`config.mk`:
```
export PLATFORM = sky130hd
export DESIGN_NAME = raster_timing_gen
export DESIGN_NICKNAME = d
export VERILOG_FILES = /design/src/rtl/rtg_pkg.sv /design/src/rtl/rtg_axis_counter.sv /design/src/rtl/rtg_axis_decode.sv /design/src/rtl/rtg_cfg_shadow.sv /design/src/rtl/raster_timing_gen.sv
export SDC_FILE = /design/constraint.sdc
export NUM_CORES = 1
export LEC_CHECK = 0
export CORE_UTILIZATION = 45
export DETAILED_ROUTE_END_ITERATION = 10
export DONT_BUFFER_PORTS = 1
export HOLD_SLACK_MARGIN = 0.1
export PLACE_DENSITY = 0.73
export SLEW_MARGIN = 20
export SYNTH_ARGS = -nofsm -noshare
export SYNTH_HDL_FRONTEND = slang
export SYNTH_SLANG_ARGS = --single-unit
```
`constraint.sdc`:
```
create_clock -name clk -period 5.3 [get_ports clk]
set_clock_uncertainty 0.1 [all_clocks]
set_input_delay 1.06 -clock clk [delete_from_list [all_inputs] [get_ports clk]]
set_output_delay 1.06 -clock clk [all_outputs]
set_load 0.01 [all_outputs]
```
`src/rtl/rtg_pkg.sv`:
```
package rtg_pkg;
  localparam int SYNC_W = 8;
  localparam int DEL_W  = 8;
  localparam int GATE_W = 16;
  localparam int LEN_W  = 16;
  localparam int TIM_W  = SYNC_W + DEL_W + GATE_W;
  localparam int TOT_W  = 2 * LEN_W;
  localparam int CALC_W = LEN_W + 2;
  localparam int NAX    = 2;
  localparam int AX_H   = 0;
  localparam int AX_V   = 1;
  localparam int POL_W  = 4;
  localparam int POL_HS = 0;
  localparam int POL_VS = 1;
  localparam int POL_CS = 2;
  localparam int POL_BL = 3;

  typedef struct packed {
    logic [SYNC_W-1:0] sw;
    logic [DEL_W-1:0]  gd;
    logic [GATE_W-1:0] gt;
    logic [LEN_W-1:0]  len;
  } axis_cfg_t;

  function automatic axis_cfg_t unpack_axis(input logic [TIM_W-1:0] tim,
                                            input logic [LEN_W-1:0] len);
    axis_cfg_t c;
    c.sw  = tim[TIM_W-1 -: SYNC_W];
    c.gd  = tim[GATE_W +: DEL_W];
    c.gt  = tim[GATE_W-1:0];
    c.len = len;
    return c;
  endfunction

  function automatic logic [CALC_W-1:0] act_first(input axis_cfg_t c);
    return CALC_W'(c.sw) + CALC_W'(c.gd) + CALC_W'(2);
  endfunction

  function automatic logic [CALC_W-1:0] act_last(input axis_cfg_t c);
    return act_first(c) + CALC_W'(c.gt);
  endfunction

  function automatic logic sync_hit(input logic [LEN_W-1:0] cnt, input axis_cfg_t c);
    return CALC_W'(cnt) <= CALC_W'(c.sw);
  endfunction

  function automatic logic act_hit(input logic [LEN_W-1:0] cnt, input axis_cfg_t c);
    logic [CALC_W-1:0] wide;
    wide = CALC_W'(cnt);
    return (wide >= act_first(c)) && (wide <= act_last(c));
  endfunction

  function automatic logic [LEN_W-1:0] act_offset(input logic [LEN_W-1:0] cnt,
                                                  input axis_cfg_t c);
    logic [CALC_W-1:0] d;
    d = CALC_W'(cnt) - act_first(c);
    return d[LEN_W-1:0];
  endfunction
endpackage

```
`src/rtl/rtg_axis_counter.sv`:
```
module rtg_axis_counter #(
  parameter int W = 16
) (
  input  logic         clk,
  input  logic         rst_n,
  input  logic         step,
  input  logic [W-1:0] last,
  output logic [W-1:0] cnt,
  output logic         wrap
);
  assign wrap = step && (cnt >= last);

  always_ff @(posedge clk) begin
    if (!rst_n)     cnt <= '0;
    else if (wrap)  cnt <= '0;
    else if (step)  cnt <= cnt + W'(1);
  end
endmodule

```
`src/rtl/rtg_axis_decode.sv`:
```
module rtg_axis_decode
  import rtg_pkg::*;
(
  input  axis_cfg_t        cfg,
  input  logic [LEN_W-1:0] cnt,
  output logic             in_sync,
  output logic             in_act,
  output logic [LEN_W-1:0] offs
);
  assign in_sync = sync_hit(cnt, cfg);
  assign in_act  = act_hit(cnt, cfg);
  assign offs    = act_offset(cnt, cfg);
endmodule

```
`src/rtl/rtg_cfg_shadow.sv`:
```
module rtg_cfg_shadow
  import rtg_pkg::*;
(
  input  logic                  clk,
  input  logic                  rst_n,
  input  logic                  load,
  input  logic [TIM_W-1:0]      h_tim,
  input  logic [TIM_W-1:0]      v_tim,
  input  logic [TOT_W-1:0]      totals,
  input  logic [POL_W-1:0]      pol_in,
  output axis_cfg_t [NAX-1:0]   cfg,
  output logic [POL_W-1:0]      pol
);
  logic [TIM_W-1:0]    tim_sel [NAX];
  axis_cfg_t [NAX-1:0] nxt;

  assign tim_sel[AX_H] = h_tim;
  assign tim_sel[AX_V] = v_tim;

  for (genvar a = 0; a < NAX; a++) begin : g_unpack
    assign nxt[a] = unpack_axis(tim_sel[a], totals[TOT_W-1-a*LEN_W -: LEN_W]);
  end

  always_ff @(posedge clk) begin
    if (!rst_n) begin
      cfg <= '0;
      pol <= '0;
    end else if (load) begin
      cfg <= nxt;
      pol <= pol_in;
    end
  end
endmodule

```
`src/rtl/raster_timing_gen.sv`:
```
module raster_timing_gen
  import rtg_pkg::*;
(
  input  logic              clk,
  input  logic              rst_n,
  input  logic [31:0]       h_timing_i,
  input  logic [31:0]       v_timing_i,
  input  logic [31:0]       totals_i,
  input  logic [3:0]        pol_i,
  output logic              hsync_o,
  output logic              vsync_o,
  output logic              csync_o,
  output logic              blank_o,
  output logic [15:0]       pix_x_o,
  output logic [15:0]       pix_y_o,
  output logic              frame_start_o
);
  logic                running;
  logic                load_ev;
  axis_cfg_t [NAX-1:0] cfg_s;
  logic [POL_W-1:0]    pol_s;
  logic [NAX-1:0]      step, wrap, sync_v, act_v;
  logic [LEN_W-1:0]    cnt  [NAX];
  logic [LEN_W-1:0]    offs [NAX];
  logic [LEN_W-1:0]    h_cnt, v_cnt;
  logic                video_on, frame_begin;
  logic                video_on_q;
  logic [POL_W-1:0]    pol_q;

  // first cycle after reset loads the shadow; counting starts after it
  always_ff @(posedge clk) begin
    if (!rst_n) running <= 1'b0;
    else        running <= 1'b1;
  end

  assign load_ev = !running || wrap[AX_V];

  rtg_cfg_shadow u_shadow (
    .clk    (clk),
    .rst_n  (rst_n),
    .load   (load_ev),
    .h_tim  (h_timing_i),
    .v_tim  (v_timing_i),
    .totals (totals_i),
    .pol_in (pol_i),
    .cfg    (cfg_s),
    .pol    (pol_s)
  );

  for (genvar a = 0; a < NAX; a++) begin : g_axis
    if (a == 0) begin : g_first
      assign step[a] = running;
    end else begin : g_chain
      assign step[a] = wrap[a-1];
    end

    rtg_axis_counter #(.W(LEN_W)) u_cnt (
      .clk   (clk),
      .rst_n (rst_n),
      .step  (step[a]),
      .last  (cfg_s[a].len),
      .cnt   (cnt[a]),
      .wrap  (wrap[a])
    );

    rtg_axis_decode u_dec (
      .cfg     (cfg_s[a]),
      .cnt     (cnt[a]),
      .in_sync (sync_v[a]),
      .in_act  (act_v[a]),
      .offs    (offs[a])
    );
  end

  assign h_cnt       = cnt[AX_H];
  assign v_cnt       = cnt[AX_V];
  assign video_on    = act_v[AX_H] && act_v[AX_V];
  assign frame_begin = (h_cnt == '0) && (v_cnt == '0);

  always_ff @(posedge clk) begin
    if (!rst_n || !running) begin
      hsync_o       <= 1'b0;
      vsync_o       <= 1'b0;
      csync_o       <= 1'b0;
      blank_o       <= 1'b0;
      pix_x_o       <= '0;
      pix_y_o       <= '0;
      frame_start_o <= 1'b0;
      video_on_q    <= 1'b0;
      pol_q         <= '0;
    end else begin
      hsync_o       <= sync_v[AX_H] ^ pol_s[POL_HS];
      vsync_o       <= sync_v[AX_V] ^ pol_s[POL_VS];
      csync_o       <= (sync_v[AX_H] ^ sync_v[AX_V]) ^ pol_s[POL_CS];
      blank_o       <= !video_on ^ pol_s[POL_BL];
      pix_x_o       <= video_on ? offs[AX_H] : '0;
      pix_y_o       <= video_on ? offs[AX_V] : '0;
      frame_start_o <= frame_begin;
      video_on_q    <= video_on;
      pol_q         <= pol_s;
    end
  end
endmodule

```
==> impl_metrics.csv, run 1 <==
group,metric,value,unit
run_status,status,"finished with violations",
run_status,failed_checks,"negative setup slack",
timing,period_share,106,%
place,gp_routability_congestion,0.889,
route,drt_iter0_markers,667,
global_route,groute.usage.overall,23.1,%
finish,layout.nets,1633,
route,dr_total_vias,9503,
die,die-area,25000,um^2
critical_path,crit-reg2reg-capture,"pix_y_o[15]",
critical_path,crit_required,5.59,ns
yosys,synthSimpleGateAreaFrac,20.9,%
yosys,synthXorXnorAreaFrac,7.03,%
yosys,synth_area_leader_cell,"dfxtp_1",
timing,tightestPinTransition,1.09,ns
pwr,power.density_cell_area,280,nW/um^2
pwr,seqPwrFrac,39.9,%
global_route,final_global_route_overflow_total,0,
die,die_height,158,um
critical_path,path_common_cell,"ha_4",
clocking,htree_num_levels,4,
route,wl_per_cell,17.1,um
place,pre_cts_slack,-0.357,ns
clocking,cts_inserted_buffers,17,
route,detail-route-antenna-nets,0,
die,boundaryPins,139,
finish,layout-area-overhead-vs-synth,12.9,%
pwr,p_int,2.47,mW
route,detail_route.first_pass.iterations,5,
yosys,synth_top_cells_by_area,"dfxtp_1 (31%), ha_1 (18%), nand3_1 (5.5%), nand2_1 (5.2%), o21ai_0 (4.8%)",
critical_path,cp_data_arrival_time,5.89,ns
critical_path,critical_path_class,"flop to flop",
critical_path,slowest_cell_on_the_critical_path,"or4b_4",
pwr,cellLeakagePower,5.38,nW
global_route,wire_length_of_the_first_global_routing_pass,44600,um
timing,finalSetupViolCount,33,
yosys,yosys.area.top_type_share,31.1,%
yosys,synth_top_family_by_area,"simple AND/OR/NAND/NOR gates",
timing,rsz0062_at_grt,"true",
die,die_width,158,um
critical_path,max_stage_delay,0.48,ns
clocking,worst_setup_hold_path_clk_slew,0.07,ns
yosys,synth-seq-cells,170,
route,route.final.wire_length,29200,um
flow_run,drv.max_cap_violation_count,0,
yosys,syn_area_per_cell,8.05,um^2
critical_path,setup.worst_path.end,"pix_y_o[15]",
pwr,p_clk_share,40.7,%
global_route,via_count_of_the_first_global_routing_pass,8739,
global_route,pin_count_of_the_biggest_net_entering_global_routing,209,
place,placement.io_buffers,0,
pwr,power.switching,0.986,mW
yosys,synth-compound-area-share,15.6,%
route,route.detailed.vias_per_inst,5.57,
yosys,postSynth.asyncResetShare,0,%
worst_hold_path,worst_hold_path_type,"flop to flop",
critical_path,endpoint_kind,"flop",
critical_path,worst_setup_path_startpoint,"u_shadow.cfg[41]",
critical_path,regToRegStartpoint,"u_shadow.cfg[41]",
route,drc_errors_left,0,
pwr,power_switching_share,28.5,%
die,core_area,23700,um^2
die,row_count,56,
yosys,syn_area,11000,um^2
yosys,synth_enable_flop_cells,0,
yosys,syn-num-nets,1623,
place,dpl.hpwl,20400,um
clocking,holdBufCountCts,0,
yosys,synthCells,1361,
yosys,synth_fa_ha_area_share,18.7,%
worst_hold_path,whs_path_depth,2,
pwr,design_power_total,3.46,mW
yosys,yosysWarningCount,0,
yosys,synth.distinct_cells,67,
timing,worst_rel_slew_slack,26.5,%
critical_path,startpoint_type,"flop",
die,initial_utilization,46.2,%
critical_path,reg2reg_depth,28,
yosys,yosys_most_used_dff,"dfxtp_1",
pwr,gate_power_share,19.4,%
finish,drive_gt1_share,10.2,%
yosys,synth_sequential_area_ratio,31.1,%
timing,timing.fmax,0.179,GHz
clocking,cts_sinks,170,
clocking,root_buffer,"clkbuf_16",
timing,setup_tns,-7.60,ns
timing,hold_viol,0,
clocking,clk_path_buf_depth,2,
timing,layout_setup_ws,-0.296,ns
critical_path,reg2reg_slack,-0.30,ns
clocking,worstSkewPairLatency,0.45,ns
critical_path,critical_path_peak_fanout,8,
yosys,muxShareOfSynthArea,0.183,%
timing,timing.final.crit_period,5.60,ns
timing,slew_violations,0,
pwr,irDropWorstVdd,200,uV
clocking,tritoncts,"built",
global_route,antenna_found_initial,1,
-- cells in the final DEF (no fill, tap or decap), types with 35 or more instances in the layout --
cell / instances
nor2_1: 99
buf_4: 42
ha_1: 146
xor2_1: 35
a21oi_1: 53
o21ai_0: 102
inv_1: 105
xnor2_1: 47
nand2_1: 153
dfxtp_1: 168
nand3_1: 120
-- state kept, by name, summed over array words and instances, names as in the netlist --
register	count
u_shadow.cfg	96
frame_start_o	1
running	1
csync_o	1
hsync_o	1
pix_y_o	16
g_axis.u_cnt.cnt	32
blank_o	1
u_shadow.pol	4
pix_x_o	16
vsync_o	1
-- routing by layer --
metal / global-route usage (%) / wire length [um] / vias to the layer above
met4: 9.11 / 790 / 0
li1: - / - / 4746
met1: 29.5 / 13100 / 4421
met2: 38.0 / 13600 / 274
met5: 0 / 0 / -
met3: 4.85 / 1720 / 62
-- repair_timing --
| action | in CTS | in global routing |
|---|---|---|
| gates resized for setup | 36 | 23 |
| pin swaps | 22 | 21 |
| setup endpoints to repair | 33 | 33 |
| setup buffers | 5 | 8 |
| cloned | 2 | 0 |
-- metrics by stage --
stage	utilization, %	cell area, um^2	std cells	hold slack, ns
detailed placement	47.8	11300	1656	0.341
global route	52.2	12400	1703	0.367
CTS	51.4	12200	1695	0.353
floorplan	-	11000	1361	0.328
finish	52.2	12400	1705	0.349
global placement	47.8	11300	1656	0.337
-- power by group through the flow --
stage / sequential, mW / clock (mW) / combinational [mW]
final: 1.38 / 1.41 / 0.671
after global routing: 1.39 / 1.47 / 0.750
after CTS: 1.38 / 1.42 / 0.636
after detailed placement: 1.41 / 0 / 0.606
after global placement: 1.41 / 0 / 0.588
after floorplan: 1.39 / 0 / 0.489
-- cell usage after synthesis, types with 3 or more instances --
library cell and count:
a211oi_1 7, a21o_1 23, a21oi_1 61, a31oi_1 6, and3_1 13, buf_1 9, buf_2 7, buf_6 11
clkbuf_1 31, dfxtp_1 170, fa_1 6, ha_1 154, inv_1 108, nand2_1 153, nand2b_1 6, nand3_1 120
nand4_1 23, nor2_1 103, nor2b_1 9, nor3_1 23, nor3b_1 3, nor4_1 6, o211ai_1 5, o21a_1 12
o21ai_0 105, o21ai_1 33, o21bai_1 9, or2_2 3, or3_1 7, or4_1 4, xnor2_1 50, xor2_1 36
-- critical path, delay by kind of cell, from the launching register on --
kind / cells / cell delay (ns)
and+or+nand+nor: 8 / 1.68
AOI/OAI and AO/OA: 8 / 1.33
adders and majority gates: 5 / 1.24
buffers and inverters: 5 / 0.56
DFF: 1 / 0.33
xor gates and xnor gates: 2 / 0.31
-- kinds of logic (layout without fill, tap and decap cells) --
| logic type | count (synthesis) | in the layout |
|---|---|---|
| compound gates | 288 | 288 |
| xor+xnor | 87 | 87 |
| fa+ha+maj | 160 | 160 |
| buf+inv | 166 | 189 |
| flops | 170 | 170 |
| mux | 2 | 2 |
| other cells | 0 | 2 |
| simple gates | 488 | 488 |
-- worst min-delay path by stage --
stage	start	endpoint	slack, ns
floorplan	u_shadow.cfg[14]	u_shadow.cfg[14]	0.33
global placement	u_shadow.cfg[4]	u_shadow.cfg[4]	0.34
detailed placement	u_shadow.cfg[33]	u_shadow.cfg[33]	0.34
CTS	u_shadow.cfg[89]	u_shadow.cfg[89]	0.35
global route	u_shadow.cfg[33]	u_shadow.cfg[33]	0.37
finish	u_shadow.cfg[15]	u_shadow.cfg[15]	0.35
-- cell type report --
| cell class | instances | area (um^2) |
|---|---|---|
| antenna | 2 | 5.00 |
| timing repair buffer | 49 | 385 |
| tap | 319 | 399 |
| fill | 2232 | 11300 |
| sequential | 170 | 3410 |
| multi-input combinational | 1025 | 7120 |
| inverter | 108 | 405 |
| clock buffer | 18 | 429 |
| clock inverter | 14 | 218 |
No activity file was read; power rests on OpenSTA's default activity.
==> run 2: changes to the inputs <==
- CELL_PAD_IN_SITES_DETAIL_PLACEMENT: not set -> 1
- CELL_PAD_IN_SITES_GLOBAL_PLACEMENT: not set -> 2
- CORE_UTILIZATION: 45 -> 35
- PLACE_DENSITY: 0.73 -> 0.89
==> impl_metrics.csv, run 2 (same netlist as run 1, synthesis figures left out) <==
group,metric,value,unit
run_status,status,"finished with violations",
worst_hold_path,whs_path_depth,2,
pwr,design_power_total,3.35,mW
worst_hold_path,hold_path.startpoint,"u_shadow.cfg[81]",
route,route.final.wire_length,33400,um
critical_path,crit-reg2reg-capture,"pix_x_o[13]",
clocking,tritoncts,"built",
finish,mostFrequentLayoutCell,"dfxtp_1",
die,die-area,32000,um^2
clocking,clk_path_buf_depth,2,
critical_path,startpoint_type,"flop",
global_route,groute.usage.overall,21.2,%
critical_path,path_common_cell,"ha_4",
flow_run,drv.max_cap_violation_count,0,
timing,setup_tns,-6.80,ns
route,detail_route.first_pass.iterations,4,
finish,n_antenna_cell,0,
die,die_height,179,um
timing,finalSetupViolCount,32,
route,drt_iter0_markers,414,
route,route.detailed.vias_per_inst,5.30,
pwr,power.density_cell_area,265,nW/um^2
global_route,final_global_route_overflow_total,0,
finish,layout_common_cells,"dfxtp_1 (168), nand2_1 (153), ha_1 (148)",
critical_path,endpoint_kind,"flop",
place,placement.io_buffers,0,
finish,layout.nets,1653,
finish,fin_util,41.2,%
route,dr_total_vias,9532,
place,gp_routability_congestion,0.867,
finish,top_regs,"u_shadow.cfg: 96 flops, g_axis.u_cnt.cnt: 32 flops",
run_status,failed_checks,"negative setup slack",
timing,tightestPinTransition,1.04,ns
clocking,cts_inserted_buffers,17,
global_route,antenna_found_initial,1,
timing,rsz0062_at_grt,"true",
clocking,worst_setup_hold_path_clk_slew,0.08,ns
timing,layout_setup_ws,-0.278,ns
die,die_width,179,um
die,core_area,30700,um^2
place,place.detailed.instances,1753,
timing,timing.fmax,0.179,GHz
timing,hold_viol,0,
route,wl_per_cell,18.5,um
timing,period_share,105,%
critical_path,slowest_cell_on_the_critical_path,"or4b_4",
route,drc_errors_left,0,
die,row_count,64,
finish,regMostFlops,"u_shadow.cfg",
finish,post_layout_nonfiller_instances,1800,
pwr,irDropWorstVdd,247,uV
die,initial_utilization,35.7,%
global_route,wire_length_of_the_first_global_routing_pass,52400,um
timing,whs,0.352,ns
finish,drive_gt1_share,12.7,%
critical_path,critical_path.n_buffers_inverters,5,
critical_path,reg2reg_depth,28,
critical_path,max_stage_delay,0.48,ns
pwr,cellLeakagePower,5.47,nW
critical_path,regToRegStartpoint,"u_shadow.cfg[33]",
die,boundaryPins,139,
finish,layout-area-overhead-vs-synth,15.4,%
global_route,pin_count_of_the_biggest_net_entering_global_routing,209,
critical_path,critical_path_class,"flop to flop",
critical_path,cp_data_arrival_time,5.86,ns
critical_path,crit_required,5.58,ns
clocking,worstSkewPairLatency,0.45,ns
critical_path,critical_path_peak_fanout,5,
global_route,via_count_of_the_first_global_routing_pass,9909,
route,detail-route-antenna-nets,0,
timing,worst_rel_slew_slack,30.5,%
critical_path,crit_family,"simple AND/OR/NAND/NOR gates",
clocking,htree_num_levels,4,
worst_hold_path,worst_hold_path_type,"flop to flop",
worst_hold_path,min_to,"u_shadow.cfg[81]",
timing,timing.final.crit_period,5.58,ns
timing,slew_violations,0,
place,dpl.hpwl,24200,um
clocking,cts_sinks,170,
critical_path,reg2reg_slack,-0.28,ns
clocking,root_buffer,"clkbuf_16",
finish,largest_reg_flops,96,
-- run 2: cell types whose count changed in the layout (fill, tap and decap cells not counted), moves of 3 or more --
cell,previous run,this run
inv_6,2,5
nor2_2,4,12
nand3_2,0,3
bufinv_16,5,1
buf_4,42,59
inv_8,0,3
nand3_1,120,117
nor2_1,99,87
nor2_4,0,4
-- run 2: routing by layer --
| metal | wire length, um | track usage (%) |
|---|---|---|
| met4 | 862 | 7.42 |
| met3 | 1410 | 3.73 |
| met1 | 15600 | 27.1 |
| met5 | 14 | 0 |
| met2 | 15500 | 35.5 |
-- run 2: report_power, final --
| part | switching (mW) | internal, mW |
|---|---|---|
| clock network | 0.608 | 0.669 |
| logic | 0.382 | 0.306 |
| registers | 0.0500 | 1.33 |
-- run 2: worst max-delay path by stage --
stage                           from     endpoint  cells past startpoint
floorplan           u_shadow.cfg[41]   pix_x_o[3]                     26
global placement    u_shadow.cfg[41]  pix_y_o[15]                     27
detailed placement  u_shadow.cfg[33]   pix_x_o[3]                     27
CTS                 u_shadow.cfg[33]   pix_x_o[2]                     29
global route        u_shadow.cfg[33]  pix_x_o[13]                     30
finish              u_shadow.cfg[33]  pix_x_o[13]                     28
-- run 2: layout make-up --
cell class | instances | area (um^2)
clock buffer | 18 | 429
clock inverter | 14 | 155
fill | 3667 | 18000
inverter | 108 | 405
multi-input combinational | 1025 | 7170
sequential | 170 | 3410
tap | 396 | 495
timing repair buffer | 69 | 571
-- run 2: timing repair --
item,in CTS,in global routing
resized for setup,45,40
hold buffers,0,0
endpoints found under the setup margin,33,33
pin swaps,25,27
hold endpoints to repair,0,0
setup buffers,10,3
cloned,2,0
-- run 2: per-stage QoR --
stage | setup WS [ns] | instance area (um^2)
2_1_floorplan | 0.0115 | 11000
3_3_place_gp | -0.276 | 11600
3_5_place_dp | -0.503 | 11600
4_1_cts | -0.331 | 12400
5_1_grt | -0.487 | 12600
6_report | -0.278 | 12600
-- run 2: worst register-to-register path: cells and delay by family, from the launching register on --
kind                     cells  cell delay (ns)
AND/OR/NAND/NOR              8             1.69
adder cells (fa/ha/maj)      5             1.38
AO/OA/AOI/OAI                8             1.21
buffers and inverters        5             0.55
flip-flops                   1             0.35
XOR/XNOR                     2             0.24
==> run 3: changes to the inputs <==
- REMOVE_ABC_BUFFERS: not set -> 1
==> impl_metrics.csv, run 3 (same netlist as run 1, synthesis figures left out) <==
group,metric,value,unit
global_route,pin_count_of_the_biggest_net_entering_global_routing,209,
timing,finalSetupViolCount,33,
finish,nFillCells,3674,
route,route.final.wire_length,30700,um
pwr,cellLeakagePower,5.50,nW
die,row_count,64,
global_route,via_count_of_the_first_global_routing_pass,9650,
clocking,worstSkewPairLatency,0.45,ns
timing,layout_setup_ws,-0.424,ns
critical_path,slowest_cell_on_the_critical_path,"or4b_4",
timing,timing.final.crit_period,5.72,ns
global_route,groute.usage.overall,19.6,%
route,wl_per_cell,17.0,um
critical_path,startpoint_type,"flop",
route,routed.top_layer,"met4",
critical_path,critical_path.n_buffers_inverters,3,
route,met2_length,15200,um
place,placement.io_buffers,0,
timing,tightestPinTransition,0.681,ns
clocking,worst_setup_hold_path_clk_slew,0.07,ns
route,routed-wl-met3,1550,um
clocking,clk_path_buf_depth,2,
clocking,cts_inserted_buffers,17,
finish,layout.nets,1657,
timing,hold_viol,0,
timing,slew_violations,0,
finish,layout-area-overhead-vs-synth,15.4,%
critical_path,max_stage_delay,0.49,ns
pwr,irDropWorstVdd,219,uV
clocking,htree_num_levels,4,
critical_path,cp_data_arrival_time,6.00,ns
worst_hold_path,worst_hold_path_type,"flop to flop",
die,boundaryPins,139,
pwr,design_power_total,3.37,mW
global_route,antenna_found_initial,0,
critical_path,critical_path_class,"flop to flop",
place,placed_area,11600,um^2
finish,post-route-cell-area,12600,um^2
clocking,cts_sinks,170,
die,initial_utilization,35.7,%
place,dpl.hpwl,22600,um
global_route,wire_length_of_the_first_global_routing_pass,49000,um
finish,post_layout_nonfiller_instances,1804,
die,die-area,32000,um^2
finish,top_regs,"u_shadow.cfg: 96 flops, g_axis.u_cnt.cnt: 32 flops",
timing,period_share,108,%
route,detail_route.first_pass.iterations,4,
clocking,root_buffer,"clkbuf_16",
finish,drive_gt1_share,12.2,%
critical_path,reg2reg_slack,-0.42,ns
critical_path,crit_required,5.58,ns
critical_path,reg2reg_depth,25,
pwr,power.density_cell_area,267,nW/um^2
die,die_width,179,um
die,core_area,30700,um^2
worst_hold_path,hold_path.startpoint,"u_shadow.cfg[89]",
place,place.detailed.instances,1758,
die,die_height,179,um
timing,rsz0062_at_grt,"true",
finish,regMostFlops,"u_shadow.cfg",
critical_path,critical_path_peak_fanout,6,
critical_path,crit_family,"compound AO/OA/AOI/OAI gates",
route,drt_iter0_markers,311,
route,dr_total_vias,9484,
finish,layout_common_cells,"dfxtp_1 (168), nand2_1 (153), ha_1 (149)",
route,drc_errors_left,0,
run_status,status,"finished with violations",
timing,worst_rel_slew_slack,54.6,%
run_status,failed_checks,"negative setup slack",
worst_hold_path,whs_path_depth,2,
finish,n_antenna_cell,0,
critical_path,endpoint_kind,"flop",
critical_path,path_common_cell,"ha_1",
route,detail-route-antenna-nets,0,
timing,timing.fmax,0.175,GHz
place,pre_cts_slack,-0.688,ns
finish,largest_reg_flops,96,
route,wirelength_met1,13500,um
global_route,final_global_route_overflow_total,0,
critical_path,regToRegStartpoint,"u_shadow.cfg[34]",
flow_run,drv.max_cap_violation_count,0,
critical_path,crit-reg2reg-capture,"pix_y_o[5]",
route,route.detailed.vias_per_inst,5.26,
finish,mostFrequentLayoutCell,"dfxtp_1",
clocking,tritoncts,"built",
place,gp_routability_congestion,0.834,
worst_hold_path,min_to,"u_shadow.cfg[89]",
-- run 3: cell types whose count changed in the layout (fill, tap and decap cells not counted), sizes merged --
cell	previous run	this run
buf	69	73
inv	116	113
clkinv	2	4
bufinv	1	2
-- run 3: area by class of cell --
cell class | instances | area (um^2) | share of cell area (%)
clock buffer | 18 | 439 | 3.47
clock inverter | 14 | 160 | 1.27
inverter | 108 | 405 | 3.21
multi-input combinational | 1025 | 7130 | 56.4
sequential | 170 | 3410 | 26.9
tap | 396 | 495 | 3.92
timing repair buffer | 73 | 604 | 4.78
-- run 3: worst max path at each step --
| stage | start | endpoint | slack (ns) | cells after the start |
|---|---|---|---|---|
| final | u_shadow.cfg[34] | pix_y_o[5] | -0.42 | 25 |
| after CTS | u_shadow.cfg[41] | pix_y_o[2] | -0.36 | 29 |
| after detailed placement | u_shadow.cfg[41] | pix_y_o[11] | -0.69 | 27 |
| after global routing | u_shadow.cfg[34] | pix_y_o[5] | -0.67 | 26 |
| after global placement | u_shadow.cfg[41] | pix_y_o[15] | -0.36 | 26 |
| after floorplan | g_axis[0].u_cnt.cnt[0] | u_shadow.cfg[0] | -3.04 | 9 |
-- run 3: power breakdown --
part	switching [mW]	internal, mW	total (mW)	leakage (nW)
Sequential	0.0463	1.33	1.38	1.39
Combinational	0.385	0.310	0.696	3.82
Clock	0.579	0.717	1.30	0.286
-- run 3: what timing repair did --
item | 4_1_cts | 5_1_grt
gates cloned | 2 | 0
endpoints found under the setup margin | 33 | 33
hold buffers | 0 | 0
gates resized for setup | 60 | 18
pin swaps | 32 | 19
setup buffers | 7 | 5
-- run 3: stage by stage --
step	TNS [ns]	hold slack, ns	util (%)
floorplan	-312.60	0.328	-
global placement	-9.18	0.339	37.9
detailed placement	-19.53	0.343	37.9
CTS	-9.52	0.357	40.8
global route	-19.79	0.372	41.2
finish	-11.58	0.353	41.2
-- run 3: per-layer routing --
layer,up-vias,GRT usage [%]
li1,4796,-
met1,4520,23.1
met2,140,34.9
met3,28,5.00
met4,0,5.08
met5,-,0
-- run 3: tightest hold or removal path, cell delays in order (launching register included) --
cell     delay [ns]
dfxtp_1        0.31
nand2_1        0.05
o21ai_1        0.05
